==> src/rtl/dbg_pkg.sv <==
package dbg_pkg;
  localparam int BYTE_W    = 8;
  localparam int ARG_BYTES = 3;
  localparam int ARG_W     = ARG_BYTES * BYTE_W;
  localparam int CNT_W     = $clog2(ARG_BYTES + 1);

  typedef enum logic [3:0] {
    K_NONE, K_ERASE, K_WRCFG, K_RDCFG, K_GETPC, K_STATUS, K_BRK,
    K_HALT, K_RESUME, K_STEP, K_EXEC, K_REPL, K_CHIPID
  } cmd_kind_e;

  typedef enum logic [2:0] {
    S_IDLE, S_DATA, S_EXEC, S_CPU, S_BRK, S_RESP
  } state_e;

  typedef struct packed {
    cmd_kind_e        kind;
    logic [CNT_W-1:0] nbytes;
    logic             needs_halt;
  } dec_t;

  function automatic logic [BYTE_W-1:0] pack_status(logic halted, logic busy, logic err);
    pack_status = '0;
    pack_status[0] = halted;
    pack_status[1] = busy;
    pack_status[2] = err;
  endfunction

  function automatic logic [2:0] kind_to_op(cmd_kind_e k);
    case (k)
      K_HALT:   kind_to_op = 3'd1;
      K_RESUME: kind_to_op = 3'd2;
      K_STEP:   kind_to_op = 3'd3;
      K_EXEC:   kind_to_op = 3'd4;
      K_REPL:   kind_to_op = 3'd5;
      default:  kind_to_op = 3'd0;
    endcase
  endfunction
endpackage

==> src/rtl/dbg_opcode_decode.sv <==
module dbg_opcode_decode
  import dbg_pkg::*;
(
  input  logic [BYTE_W-1:0] opcode,
  output dec_t              dec
);
  always_comb begin
    dec.kind       = K_NONE;
    dec.nbytes     = '0;
    dec.needs_halt = 1'b0;
    casez (opcode)
      8'h14: dec.kind = K_ERASE;
      8'h1D: begin dec.kind = K_WRCFG; dec.nbytes = CNT_W'(1); end
      8'h24: dec.kind = K_RDCFG;
      8'h28: dec.kind = K_GETPC;
      8'h34: dec.kind = K_STATUS;
      8'h3B: begin dec.kind = K_BRK; dec.nbytes = CNT_W'(ARG_BYTES); end
      8'h44: dec.kind = K_HALT;
      8'h4C: begin dec.kind = K_RESUME; dec.needs_halt = 1'b1; end
      8'h5C: begin dec.kind = K_STEP; dec.needs_halt = 1'b1; end
      8'h68: dec.kind = K_CHIPID;
      8'b0101_01??: if (opcode[1:0] != 2'b00) begin
        dec.kind = K_EXEC; dec.needs_halt = 1'b1; dec.nbytes = CNT_W'(opcode[1:0]);
      end
      8'b0110_01??: if (opcode[1:0] != 2'b00) begin
        dec.kind = K_REPL; dec.needs_halt = 1'b1; dec.nbytes = CNT_W'(opcode[1:0]);
      end
      default: dec.kind = K_NONE;
    endcase
  end
endmodule

==> src/rtl/dbg_arg_shift.sv <==
module dbg_arg_shift #(
  parameter int NBYTES = 3,
  parameter int BW     = 8,
  localparam int W     = NBYTES * BW
) (
  input  logic          clk,
  input  logic          rst_n,
  input  logic          clr,
  input  logic          shift,
  input  logic [BW-1:0] din,
  output logic [W-1:0]  dout
);
  always_ff @(posedge clk or negedge rst_n) begin
    if (!rst_n)     dout <= '0;
    else if (clr)   dout <= '0;
    else if (shift) dout <= {dout[W-BW-1:0], din};
  end
endmodule

==> src/rtl/dbg_resp_tx.sv <==
module dbg_resp_tx #(
  parameter int BW = 8
) (
  input  logic          clk,
  input  logic          rst_n,
  input  logic          load,
  input  logic          load_two,
  input  logic [BW-1:0] load_hi,
  input  logic [BW-1:0] load_lo,
  input  logic          out_ready,
  output logic          out_valid,
  output logic [BW-1:0] out_data
);
  logic [1:0]    left_q;
  logic [BW-1:0] next_q;

  assign out_valid = (left_q != 2'd0);

  always_ff @(posedge clk or negedge rst_n) begin
    if (!rst_n) begin
      left_q   <= 2'd0;
      out_data <= '0;
      next_q   <= '0;
    end else if (load) begin
      left_q   <= load_two ? 2'd2 : 2'd1;
      out_data <= load_two ? load_hi : load_lo;
      next_q   <= load_lo;
    end else if (out_valid && out_ready) begin
      left_q   <= left_q - 2'd1;
      out_data <= next_q;
    end
  end
endmodule

==> src/rtl/dbg_cmd_decoder.sv <==
module dbg_cmd_decoder
  import dbg_pkg::*;
#(
  parameter logic [7:0] PART_ID = 8'h81,
  parameter logic [7:0] REV_ID  = 8'h04
) (
  input  logic               clk,
  input  logic               rst_n,
  input  logic               in_valid,
  output logic               in_ready,
  input  logic [BYTE_W-1:0]  in_data,
  output logic               out_valid,
  input  logic               out_ready,
  output logic [BYTE_W-1:0]  out_data,
  output logic               cpu_req,
  output logic [2:0]         cpu_op,
  output logic [ARG_W-1:0]   cpu_instr,
  output logic [1:0]         cpu_len,
  input  logic               cpu_ack,
  input  logic [2*BYTE_W-1:0] cpu_pc,
  input  logic               cpu_brk_hit,
  output logic               bp_req,
  output logic [ARG_W-1:0]   bp_data,
  input  logic               bp_ack,
  output logic               erase_start,
  input  logic               erase_done
);
  state_e state_q, state_d;
  dec_t   dec_w, dec_q, dec_d;
  logic [CNT_W-1:0] remain_q, remain_d;
  logic halted_q, halted_d, busy_q, busy_d, err_q, err_d, erase_q, erase_d;
  logic [BYTE_W-1:0] cfg_q, cfg_d;
  logic accept, arg_clr, arg_shift;
  logic [ARG_W-1:0] arg_w;
  logic rsp_load, rsp_two;
  logic [BYTE_W-1:0] rsp_hi, rsp_lo;

  assign in_ready = (state_q == S_IDLE) || (state_q == S_DATA);
  assign accept   = in_valid && in_ready;

  dbg_opcode_decode u_dec (.opcode(in_data), .dec(dec_w));

  dbg_arg_shift #(.NBYTES(ARG_BYTES), .BW(BYTE_W)) u_arg (
    .clk(clk), .rst_n(rst_n), .clr(arg_clr), .shift(arg_shift),
    .din(in_data), .dout(arg_w)
  );

  dbg_resp_tx #(.BW(BYTE_W)) u_tx (
    .clk(clk), .rst_n(rst_n), .load(rsp_load), .load_two(rsp_two),
    .load_hi(rsp_hi), .load_lo(rsp_lo), .out_ready(out_ready),
    .out_valid(out_valid), .out_data(out_data)
  );

  always_comb begin
    state_d = state_q; dec_d = dec_q; remain_d = remain_q;
    halted_d = halted_q; busy_d = busy_q; err_d = err_q; cfg_d = cfg_q;
    erase_d = 1'b0; arg_clr = 1'b0; arg_shift = 1'b0;
    rsp_load = 1'b0; rsp_two = 1'b0; rsp_hi = '0; rsp_lo = '0;
    case (state_q)
      S_IDLE: begin
        if (accept && !(busy_q && dec_w.kind != K_STATUS)) begin
          dec_d   = dec_w;
          arg_clr = 1'b1;
          if (dec_w.nbytes != '0) begin
            remain_d = dec_w.nbytes;
            state_d  = S_DATA;
          end else begin
            state_d = S_EXEC;
          end
        end
      end
      S_DATA: begin
        if (accept) begin
          arg_shift = 1'b1;
          remain_d  = remain_q - CNT_W'(1);
          if (remain_q == CNT_W'(1)) state_d = S_EXEC;
        end
      end
      S_EXEC: begin
        state_d  = S_RESP;
        rsp_load = 1'b1;
        case (dec_q.kind)
          K_STATUS: rsp_lo = pack_status(halted_q, busy_q, err_q);
          K_ERASE: begin
            busy_d = 1'b1; erase_d = 1'b1; err_d = 1'b0;
            rsp_lo = pack_status(halted_q, 1'b1, 1'b0);
          end
          K_WRCFG: begin
            cfg_d = arg_w[BYTE_W-1:0]; err_d = 1'b0;
            rsp_lo = pack_status(halted_q, busy_q, 1'b0);
          end
          K_RDCFG: begin err_d = 1'b0; rsp_lo = cfg_q; end
          K_GETPC: begin
            err_d = 1'b0; rsp_two = 1'b1;
            rsp_hi = cpu_pc[2*BYTE_W-1:BYTE_W]; rsp_lo = cpu_pc[BYTE_W-1:0];
          end
          K_CHIPID: begin
            err_d = 1'b0; rsp_two = 1'b1; rsp_hi = PART_ID; rsp_lo = REV_ID;
          end
          K_BRK: begin err_d = 1'b0; rsp_load = 1'b0; state_d = S_BRK; end
          K_HALT, K_RESUME, K_STEP, K_EXEC, K_REPL: begin
            if (dec_q.needs_halt && !halted_q) begin
              err_d  = 1'b1;
              rsp_lo = pack_status(halted_q, busy_q, 1'b1);
            end else begin
              rsp_load = 1'b0;
              state_d  = S_CPU;
            end
          end
          default: begin
            err_d  = 1'b1;
            rsp_lo = pack_status(halted_q, busy_q, 1'b1);
          end
        endcase
      end
      S_CPU: begin
        if (cpu_ack) begin
          err_d = 1'b0;
          if (dec_q.kind == K_HALT)        halted_d = 1'b1;
          else if (dec_q.kind == K_RESUME) halted_d = 1'b0;
          rsp_load = 1'b1;
          rsp_lo   = pack_status(halted_d, busy_q, 1'b0);
          state_d  = S_RESP;
        end
      end
      S_BRK:  if (bp_ack) state_d = S_IDLE;
      S_RESP: if (!out_valid) state_d = S_IDLE;
      default: state_d = S_IDLE;
    endcase
    if (cpu_brk_hit) halted_d = 1'b1;
    if (erase_done)  busy_d   = 1'b0;
  end

  always_ff @(posedge clk or negedge rst_n) begin
    if (!rst_n) begin
      state_q  <= S_IDLE;
      dec_q    <= '0;
      remain_q <= '0;
      halted_q <= 1'b0;
      busy_q   <= 1'b0;
      err_q    <= 1'b0;
      cfg_q    <= '0;
      erase_q  <= 1'b0;
    end else begin
      state_q  <= state_d;
      dec_q    <= dec_d;
      remain_q <= remain_d;
      halted_q <= halted_d;
      busy_q   <= busy_d;
      err_q    <= err_d;
      cfg_q    <= cfg_d;
      erase_q  <= erase_d;
    end
  end

  assign cpu_req     = (state_q == S_CPU);
  assign cpu_op      = kind_to_op(dec_q.kind);
  assign cpu_instr   = arg_w;
  assign cpu_len     = 2'(dec_q.nbytes);
  assign bp_req      = (state_q == S_BRK);
  assign bp_data     = arg_w;
  assign erase_start = erase_q;
endmodule

==> config.mk <==
export PLATFORM = sky130hd
export DESIGN_NAME = dbg_cmd_decoder
export DESIGN_NICKNAME = d
export VERILOG_FILES = /design/src/rtl/dbg_pkg.sv /design/src/rtl/dbg_opcode_decode.sv /design/src/rtl/dbg_arg_shift.sv /design/src/rtl/dbg_resp_tx.sv /design/src/rtl/dbg_cmd_decoder.sv
export SDC_FILE = /design/constraint.sdc
export NUM_CORES = 1
export LEC_CHECK = 0
export ABC_AREA = 1
export BUFFER_PORTS_ARGS = -buffer_cell sky130_fd_sc_hd__buf_2
export CORE_UTILIZATION = 30
export CTS_BUF_LIST = sky130_fd_sc_hd__clkbuf_8
export DETAILED_ROUTE_END_ITERATION = 12
export PLACE_DENSITY_LB_ADDON = 0.25
export SYNTH_ARGS = -nofsm -noshare
export SYNTH_HDL_FRONTEND = slang
export SYNTH_SLANG_ARGS = --single-unit
==> constraint.sdc <==
create_clock -name clk -period 4.4 [get_ports clk]
set_input_delay 0.22 -clock clk [delete_from_list [all_inputs] [get_ports clk]]
set_output_delay 0.22 -clock clk [all_outputs]
set_load 0.02 [all_outputs]
==> results of run 1 <==
==> registers in the layout (all words and copies together), names as in the netlist, 2 cells and up <==
name,flops
cfg_q,8
dec_q,5
u_tx.next_q,8
state_q,3
u_tx.out_data,8
u_arg.dout,24
u_tx.left_q,2
cpu_len,2
remain_q,2
==> area by class of cell <==
| type | instances | area [µm²] | area share [%] |
|---|---|---|---|
| clock buffer | 9 | 124 | 2.91 |
| clock inverter | 7 | 82.6 | 1.94 |
| sequential | 66 | 1650 | 38.7 |
| tap | 143 | 179 | 4.20 |
| multi-input combinational | 299 | 1490 | 35.0 |
| timing repair buffer | 98 | 493 | 11.6 |
| inverter | 63 | 239 | 5.61 |
==> power by group through the flow <==
stage | logic, mW | registers (mW) | clock network, mW
3_5_place_dp | 1.16 | 0.922 | 0
4_1_cts | 1.17 | 0.913 | 0.557
5_1_grt | 1.29 | 0.932 | 0.580
2_1_floorplan | 0.833 | 0.995 | 0
6_report | 1.16 | 0.909 | 0.534
3_3_place_gp | 1.15 | 0.916 | 0
==> Yosys cell counts (all sizes together) (3+ instances only) <==
cell	n
nand2	130
a21oi	10
nand3	38
dfrtp	66
nand4	8
o22ai	17
inv	62
a31oi	3
clkbuf	3
buf	32
nor2	40
o21ai	40
==> metal layers <==
metal / GRT usage (%) / wire length (µm)
met5: 0 / 0
met4: 5.16 / 72
met3: 3.32 / 574
met2: 24.3 / 4220
met1: 21.7 / 4520
==> cells by family (layout without fill, tap and decap cells) <==
logic type | Yosys count | after routing | synth area share (%)
DFF | 66 | 66 | 45.5
buffers and inverters | 98 | 177 | 13.3
muxes | 1 | 1 | 0.276
and+or+nand+nor | 218 | 218 | 27.3
xor gates and xnor gates | 1 | 1 | 0.241
AOI/OAI and AO/OA | 77 | 77 | 12.6
adders and majority gates | 2 | 2 | 0.690
==> critical path, cell delays in order, from the launching register on <==
cell and delay, ns:
dfrtp_1 0.43, nor2_2 0.16, nand2_1 0.15, inv_2 0.11
nand2_1 0.58, nand2_2 0.55, o22ai_1 0.12
==> per-stage QoR <==
step	utilization, %	cell area [µm²]
after global placement	34.9	4060
final	36.7	4260
after global routing	36.7	4260
after CTS	36.7	4260
after detailed placement	34.9	4060
after floorplan	-	3630
==> worst max-delay path by stage <==
stage / from / to / slack (ns)
2_1_floorplan: state_q[2]$_DFFE_PN0P_ / u_arg.dout[17]$_DFFE_PN0P_ / 2.86
3_3_place_gp: state_q[2]$_DFFE_PN0P_ / u_arg.dout[8]$_DFFE_PN0P_ / 2.23
3_5_place_dp: state_q[2]$_DFFE_PN0P_ / u_arg.dout[10]$_DFFE_PN0P_ / 2.19
4_1_cts: state_q[2]$_DFFE_PN0P_ / u_arg.dout[14]$_DFFE_PN0P_ / 2.17
5_1_grt: state_q[2]$_DFFE_PN0P_ / u_arg.dout[8]$_DFFE_PN0P_ / 1.90
6_report: state_q[2]$_DFFE_PN0P_ / u_arg.dout[14]$_DFFE_PN0P_ / 2.13
==> layout by cell type (no fill, tap or decap), drive strengths merged, types with 3 or more instances in the layout <==
master / count
a31oi: 3
dfrtp: 66
nand3: 38
a21oi: 10
nor2: 40
o22ai: 17
o21ai: 40
clkbuf: 9
nand2: 130
nand4: 8
inv: 66
buf: 98
==> results.sh, run 1 <==
export IMPL_hold_depth=2
export IMPL_dieHeight_um=112
export IMPL_r2r_cells=6
export IMPL_synthesis_area_um2=3630
export IMPL_placed_cells=669
export IMPL_postSynth_asyncResetShare_pct=100
export IMPL_r2r_start="state_q[2]$_DFFE_PN0P_"
export IMPL_total_power_mw=2.60
export IMPL_rsz0062_at_grt="false"
export IMPL_first_iter_violations=179
export IMPL_ys_ff_latch=66
export IMPL_place_gp_congestion=0.914
export IMPL_fillers=1271
export IMPL_yosysWarnings=0
export IMPL_dr_total_vias=3198
export IMPL_grt_pass1_wl_um=15300
export IMPL_hold_buffers=0
export IMPL_violations="design-rule violations"
export IMPL_root_buffer="clkbuf_8"
export IMPL_crit_fanout=33
export IMPL_core_area_um2=11600
export IMPL_tightest_slew_ns=1.04
export IMPL_synth_net_count=497
export IMPL_combPwrFrac_pct=44.5
export IMPL_start_kind="register"
export IMPL_netlist_instances=463
export IMPL_clk_path_buf_depth=2
export IMPL_wl_per_cell_um=13.7
export IMPL_synth_edf_count=0
export IMPL_cts_tree="done"
export IMPL_powerDensity_nw_per_um2=610
export IMPL_yosysSeqAreaShare_pct=45.5
export IMPL_clk_latency_ns=0.35
export IMPL_ys_top_cells_by_area="dfrtp_1, nand2_1, buf_4"
export IMPL_setup_viol=0
export IMPL_htree_num_levels=3
export IMPL_synth_main_ff_cell="dfrtp_1"
export IMPL_yosys_area_top_type="dfrtp_1"
export IMPL_clock_sinks=66
export IMPL_hold_viol=0
export IMPL_finalCriticalPeriod_ns=2.27
export IMPL_overflow=0
export IMPL_switching_share_pct=45.7
export IMPL_final_cells=685
export IMPL_track_usage_pct=15.7
export IMPL_criticalPathCategory="reg2reg"
export IMPL_fin_nets=571
export IMPL_io_pins=98
export IMPL_cts_made_buffers=9
export IMPL_drive_above_1_share_pct=28.4
export IMPL_slew_headroom_pct=30.5
export IMPL_port_buffers=97
export IMPL_setup_tns_ns=0
export IMPL_drtPass1Iterations=9
export IMPL_viasPerCell=4.67
export IMPL_end_kind="register"
export IMPL_vdd_ir_drop_max_uv=338
export IMPL_clkSlewWorstSetupHoldPaths_ns=0.08
export IMPL_die_w_um=112
export IMPL_rows=39
export IMPL_avgSynthCellArea_um2=7.84
export IMPL_status="finished with violations"
export IMPL_min_path_type="in2reg"
export IMPL_finalCritPeriodShare_pct=51.5
export IMPL_cts_resized=0
export IMPL_synthToLayoutAreaGrowth_pct=17.5
export IMPL_hold_path_end="busy_q$_DFFE_PN0P_"
export IMPL_dp_hpwl_um=7100
export IMPL_dpl_worst_slack_ns=2.19
export IMPL_dieArea_um2=12500
export IMPL_switching_power_mw=1.19
export IMPL_worst_hold_slack_ns=0.0229
export IMPL_grt_pass1_vias=3033
export IMPL_synth_top_area_share_pct=45.5
export IMPL_clkPwrFrac_pct=20.5
export IMPL_drc=8
export IMPL_cp_arrival_ns=2.46
export IMPL_start_util_pct=31.2
export IMPL_cp_required_ns=4.59
export IMPL_drt_wl_total_um=9390
export IMPL_antenna_found_initial=0
export IMPL_worstReg2RegEnd="u_arg.dout[14]$_DFFE_PN0P_"
export IMPL_fin_worst_skew_ns=0.0186
export IMPL_grt_max_degree=67
export IMPL_p_int_mw=1.41
export IMPL_min_from="erase_done"
export IMPL_insertedDiodeCount=0
export IMPL_final_max_slew_viol_count=0
export IMPL_postCtsSetupBuffers=0
export IMPL_p_seq_share_pct=34.9
export IMPL_fmax_mhz=441
export IMPL_synth_distinct_cells=36
export IMPL_drv_cap=0
export IMPL_ant_nets=0
export IMPL_leakagePower_nw=2.28
export IMPL_reg2reg_setup_slack_ns=2.13
export IMPL_setup_ws_ns=2.13
No activity file was read; power rests on OpenSTA's default activity.
==> run 2: changes to the inputs <==
clock period = 2.1 ns   (was 4.4 ns; I/O delays follow)
==> run 2 against run 1 <==
Against the previous run:
- the flow still finishes with violations (design-rule violations)
- largest cell class unchanged
- non-clock buffer count up 12
- setup slack worse by 1.8 ns
- sequential share of layout area is 1.1 points lower
- sequential cell count unchanged
- largest power group unchanged
- maximum frequency increased by 27%
- core utilization increased by 1.1 points
- register-to-register slack got worse by 1.8 ns
- via count rose by 0.34%
- routed wire length rose by 0.29%
- die area unchanged
- sequential power increased by 110%
- clock skew down 0.0080 ns
==> results.sh, run 2 (synthesis gave the netlist of run 1 again) <==
export IMPL_crit_cells=6
export IMPL_min_path_type="in2reg"
export IMPL_drtPass1Iterations=8
export IMPL_max_stage_delay_ns=0.43
export IMPL_grt_max_degree=31
export IMPL_rsz0062_at_grt="false"
export IMPL_rows=39
export IMPL_r2r_cells=6
export IMPL_fin_util_pct=37.8
export IMPL_placed_cells=673
export IMPL_hold_depth=3
export IMPL_grt_pass1_vias=3067
export IMPL_fillers=1245
export IMPL_final_cells=697
export IMPL_final_max_slew_viol_count=0
export IMPL_fmax_mhz=558
export IMPL_port_buffers=97
export IMPL_cts_tree="done"
export IMPL_setup_tns_ns=0
export IMPL_drv_cap=0
export IMPL_viasPerCell=4.60
export IMPL_mostFrequentLayoutCell="nand2_1"
export IMPL_dr_total_vias=3209
export IMPL_finalCritPeriodShare_pct=85.3
export IMPL_insertedDiodeCount=0
export IMPL_cp_cell_sequence="nor2_2 -> nand2_2 -> inv_2 -> nand3_1 -> nand2_1 -> o21ai_1"
export IMPL_vdd_ir_drop_max_uv=793
export IMPL_clkSlewWorstSetupHoldPaths_ns=0.08
export IMPL_status="finished with violations"
export IMPL_slew_headroom_pct=64.9
export IMPL_root_buffer="clkbuf_8"
export IMPL_io_pins=98
export IMPL_antenna_found_initial=0
export IMPL_clk_path_buf_depth=2
export IMPL_leakagePower_nw=2.34
export IMPL_start_kind="register"
export IMPL_drc=8
export IMPL_finalCriticalPeriod_ns=1.79
export IMPL_drive_above_1_share_pct=28.5
export IMPL_powerDensity_nw_per_um2=1250
export IMPL_grt_pass1_wl_um=15400
export IMPL_cp_arrival_ns=2.01
export IMPL_mostFrequentLayoutCells="nand2_1, buf_2, dfrtp_1"
export IMPL_drt_wl_total_um=9420
export IMPL_wl_per_cell_um=13.5
export IMPL_fin_worst_skew_ns=0.0106
export IMPL_die_w_um=112
export IMPL_synthToLayoutAreaGrowth_pct=20.9
export IMPL_hold_viol=0
export IMPL_place_gp_congestion=0.839
export IMPL_top_register="u_arg.dout"
export IMPL_htree_num_levels=3
export IMPL_crit_fanout=16
export IMPL_tightest_slew_ns=0.526
export IMPL_first_iter_violations=137
export IMPL_largest_reg_flops=24
export IMPL_slowest_stage="dfrtp_1"
export IMPL_clk_latency_ns=0.35
export IMPL_worst_hold_slack_ns=0.0209
export IMPL_clock_sinks=66
export IMPL_path_buf_inv=1
export IMPL_cts_made_buffers=9
export IMPL_dp_hpwl_um=7300
export IMPL_track_usage_pct=15.7
export IMPL_end_kind="register"
export IMPL_postCtsSetupBuffers=0
export IMPL_violations="design-rule violations"
export IMPL_total_power_mw=5.50
export IMPL_dieHeight_um=112
export IMPL_overflow=0
export IMPL_cp_required_ns=2.32
export IMPL_critPathTopFamily="simple AND/OR/NAND/NOR gates"
export IMPL_hold_buffers=8
export IMPL_fin_nets=583
export IMPL_dieArea_um2=12500
export IMPL_criticalPathCategory="reg2reg"
export IMPL_cts_resized=0
export IMPL_setup_viol=0
export IMPL_core_area_um2=11600
export IMPL_start_util_pct=31.2
export IMPL_ant_nets=0
run 2: changes by cell type in the layout (fill, tap and decap cells not counted), moves of 2 or more:
| cell | change |
|---|---|
| clkinvlp_4 | -2 |
| dlygate4sd3_1 | +8 |
| clkinv_4 | +2 |
| buf_4 | +3 |
run 2: per-stage QoR:
step                area, µm²  worst slack, ns
floorplan                3630            0.558
global placement         4100            0.332
detailed placement       4100            0.312
CTS                      4390            0.293
global route             4390           0.0698
finish                   4390            0.309
run 2: worst paths after layout:
check                      slack (ns)                        from                            to
setup / recovery                 0.31      state_q[2]$_DFFE_PN0P_          cfg_q[4]$_DFFE_PN0P_
hold / removal                   0.02                   cpu_pc[7]    u_tx.next_q[7]$_DFFE_PN0P_
setup reg to reg                 0.31      state_q[2]$_DFFE_PN0P_          cfg_q[4]$_DFFE_PN0P_
hold reg to reg                  0.47  u_tx.next_q[6]$_DFFE_PN0P_    u_tx.next_q[6]$_DFFE_PN0P_
max in group asynchronous        1.21                       rst_n        state_q[2]$_DFFE_PN0P_
min in group asynchronous        0.26                       rst_n  u_tx.out_data[4]$_DFFE_PN0P_
run 2: final cells by class:
| type | count | area [µm²] | area share [%] |
|---|---|---|---|
| repair buffers | 110 | 616 | 14.0 |
| well taps | 143 | 179 | 4.08 |
| inverters | 63 | 239 | 5.45 |
| multi-input cells | 299 | 1490 | 34.1 |
| flip-flops and latches | 66 | 1650 | 37.7 |
| clock inverters | 7 | 82.6 | 1.88 |
| clock buffers | 9 | 124 | 2.82 |
run 2: per-layer routing:
layer	global-route usage (%)	wire [µm]
met5	0	0
met4	4.36	104
met3	3.38	448
met2	24.8	4170
met1	21.7	4700
run 2: worst min-delay path, delay by kind of cell:
| kind | cells | cell delay, ns |
|---|---|---|
| AOI/OAI and AO/OA | 2 | 0.14 |
| buffers and inverters | 1 | 0.08 |
run 2: where the power goes:
part / switching, mW / internal, mW
Combinational: 1.68 / 0.787
Clock: 0.566 / 0.569
Sequential: 0.267 / 1.64
Total: 2.51 / 2.99
==> run 3: changes to the inputs <==
clock period = 1.7 ns   (was 2.1 ns; I/O delays follow)
==> run 3 against run 2 <==
Against the previous run:
- hold slack improved by 0.015 ns
- clock skew about the same
- critical path depth increased by 4
- non-clock buffer count increased by 13
- via count increased by 2.2%
- maximum frequency increased by 13%
- register-to-register slack got worse by 0.20 ns
- setup slack got worse by 0.20 ns
- cell count increased by 1.9%
- the flow still finishes with violations (design-rule violations)
==> results.sh, run 3 (synthesis gave the netlist of run 1 again) <==
export IMPL_status="finished with violations"
export IMPL_violations="design-rule violations"
export IMPL_r2r_cells=10
export IMPL_drt_wl_total_um=9690
export IMPL_insertedDiodeCount=0
export IMPL_place_gp_congestion=0.900
export IMPL_setup_viol=0
export IMPL_fin_nets=596
export IMPL_worstReg2RegEnd="u_tx.out_data[0]$_DFFE_PN0P_"
export IMPL_setup_tns_ns=0
export IMPL_mostFrequentLayoutCells="nand2_1, buf_2, dfrtp_1"
export IMPL_cts_tree="done"
export IMPL_max_stage_delay_ns=0.43
export IMPL_slowest_stage="dfrtp_1"
export IMPL_min_path_type="in2reg"
export IMPL_final_max_slew_viol_count=0
export IMPL_drtPass1Iterations=8
export IMPL_min_from="in_data[4]"
export IMPL_reg2reg_setup_slack_ns=0.11
export IMPL_rows=39
export IMPL_finalCritPeriodShare_pct=93.6
export IMPL_cp_required_ns=1.94
export IMPL_fmax_mhz=629
export IMPL_dpl_worst_slack_ns=0.00510
export IMPL_wl_per_cell_um=13.6
export IMPL_start_kind="register"
export IMPL_root_buffer="clkbuf_8"
export IMPL_hold_path_end="u_arg.dout[4]$_DFFE_PN0P_"
export IMPL_cts_made_buffers=9
export IMPL_dp_hpwl_um=7450
export IMPL_top_register="u_arg.dout"
export IMPL_core_area_um2=11600
export IMPL_grt_pass1_wl_um=15900
export IMPL_drc=8
export IMPL_cp_cell_sequence="nor2_2 -> nand2_2 -> nor2_4 -> nand2_2 -> nand2_4 -> nor2_8 -> nand2_1 -> o21ai_1 -> inv_1 -> nand3_2"
export IMPL_criticalPathCategory="reg2reg"
export IMPL_setup_ws_ns=0.109
export IMPL_track_usage_pct=16.3
export IMPL_hold_depth=3
export IMPL_clkSlewWorstSetupHoldPaths_ns=0.08
export IMPL_fin_worst_skew_ns=0.0105
export IMPL_largest_reg_flops=24
export IMPL_dr_total_vias=3278
export IMPL_ant_nets=0
export IMPL_r2r_start="state_q[2]$_DFFE_PN0P_"
export IMPL_viasPerCell=4.62
export IMPL_first_iter_violations=138
export IMPL_worst_hold_slack_ns=0.0359
export IMPL_drv_cap=0
export IMPL_rsz0062_at_grt="true"
export IMPL_start_util_pct=31.2
export IMPL_clock_sinks=66
export IMPL_grt_max_degree=25
export IMPL_drive_above_1_share_pct=31.2
export IMPL_path_common_cell="nand2_2"
export IMPL_mostFrequentLayoutCell="nand2_1"
export IMPL_end_kind="register"
export IMPL_leakagePower_nw=2.41
export IMPL_fin_util_pct=38.9
export IMPL_synthToLayoutAreaGrowth_pct=24.6
export IMPL_htree_num_levels=3
export IMPL_vdd_ir_drop_max_uv=822
export IMPL_antenna_found_initial=0
export IMPL_tightest_slew_ns=0.648
export IMPL_port_buffers=97
export IMPL_powerDensity_nw_per_um2=1520
export IMPL_overflow=0
export IMPL_grt_pass1_vias=3259
export IMPL_hold_viol=0
export IMPL_slew_headroom_pct=56.8
export IMPL_die_w_um=112
export IMPL_critPathTopFamily="simple AND/OR/NAND/NOR gates"
export IMPL_clk_latency_ns=0.36
export IMPL_cp_arrival_ns=1.83
export IMPL_path_buf_inv=1
export IMPL_crit_fanout=9
export IMPL_finalCriticalPeriod_ns=1.59
export IMPL_dieHeight_um=112
export IMPL_clk_path_buf_depth=2
export IMPL_io_pins=98
export IMPL_dieArea_um2=12500
-- run 3: report_power, final --
group | total (mW) | switching [mW] | internal [mW]
clock | 1.40 | 0.696 | 0.700
sequential | 2.33 | 0.309 | 2.02
combinational | 3.15 | 2.11 | 1.04
total | 6.88 | 3.12 | 3.76
-- run 3: final cells by class --
cell class                 count  area, µm²
sequential                    66       1660
tap                          143        179
clock buffer                   9        124
multi-input combinational    299       1510
clock inverter                 7       81.3
fill                        1223       7090
timing repair buffer         123        728
inverter                      63        241
-- run 3: timing repair --
item,CTS,global route
hold endpoints to repair,30,0
hold buffers,9,0
resized for setup,1,10
setup buffers,0,2
pin swaps,0,1
endpoints found under the setup margin,3,11
-- run 3: metrics by stage --
stage | std cells | power (mW) | area [µm²]
global route | 710 | 7.39 | 4520
global placement | 683 | 5.45 | 4190
detailed placement | 683 | 5.49 | 4190
finish | 710 | 6.88 | 4520
CTS | 708 | 6.95 | 4480
floorplan | 463 | 4.73 | 3630
-- run 3: layer usage --
metal / track usage, % / wire length, µm / part of all wire, % / vias up
met1: 21.8 / 4820 / 50 / 1493
met5: 0 / 0 / 0 / -
met3: 3.81 / 480 / 5.0 / 12
met2: 26.0 / 4260 / 44 / 95
met4: 5.16 / 136 / 1.4 / 0
li1: - / - / - / 1678
-- run 3: how the worst max path moves through the flow --
stage	to	start	cells past startpoint	slack, ns
5_1_grt	u_tx.out_data[5]$_DFFE_PN0P_	dec_q[6]$_DFFE_PN0P_	9	-0.009
3_5_place_dp	u_tx.out_data[5]$_DFFE_PN0P_	dec_q[6]$_DFFE_PN0P_	9	0.005
3_3_place_gp	u_tx.out_data[5]$_DFFE_PN0P_	dec_q[6]$_DFFE_PN0P_	9	0.03
2_1_floorplan	u_arg.dout[17]$_DFFE_PN0P_	state_q[2]$_DFFE_PN0P_	7	0.16
6_report	u_tx.out_data[0]$_DFFE_PN0P_	state_q[2]$_DFFE_PN0P_	10	0.11
4_1_cts	u_tx.out_data[5]$_DFFE_PN0P_	dec_q[6]$_DFFE_PN0P_	9	0.04
-- run 3: worst min-delay path: stages --
cell and delay (ns):
buf_2 0.13, inv_2 0.06, o22ai_1 0.07
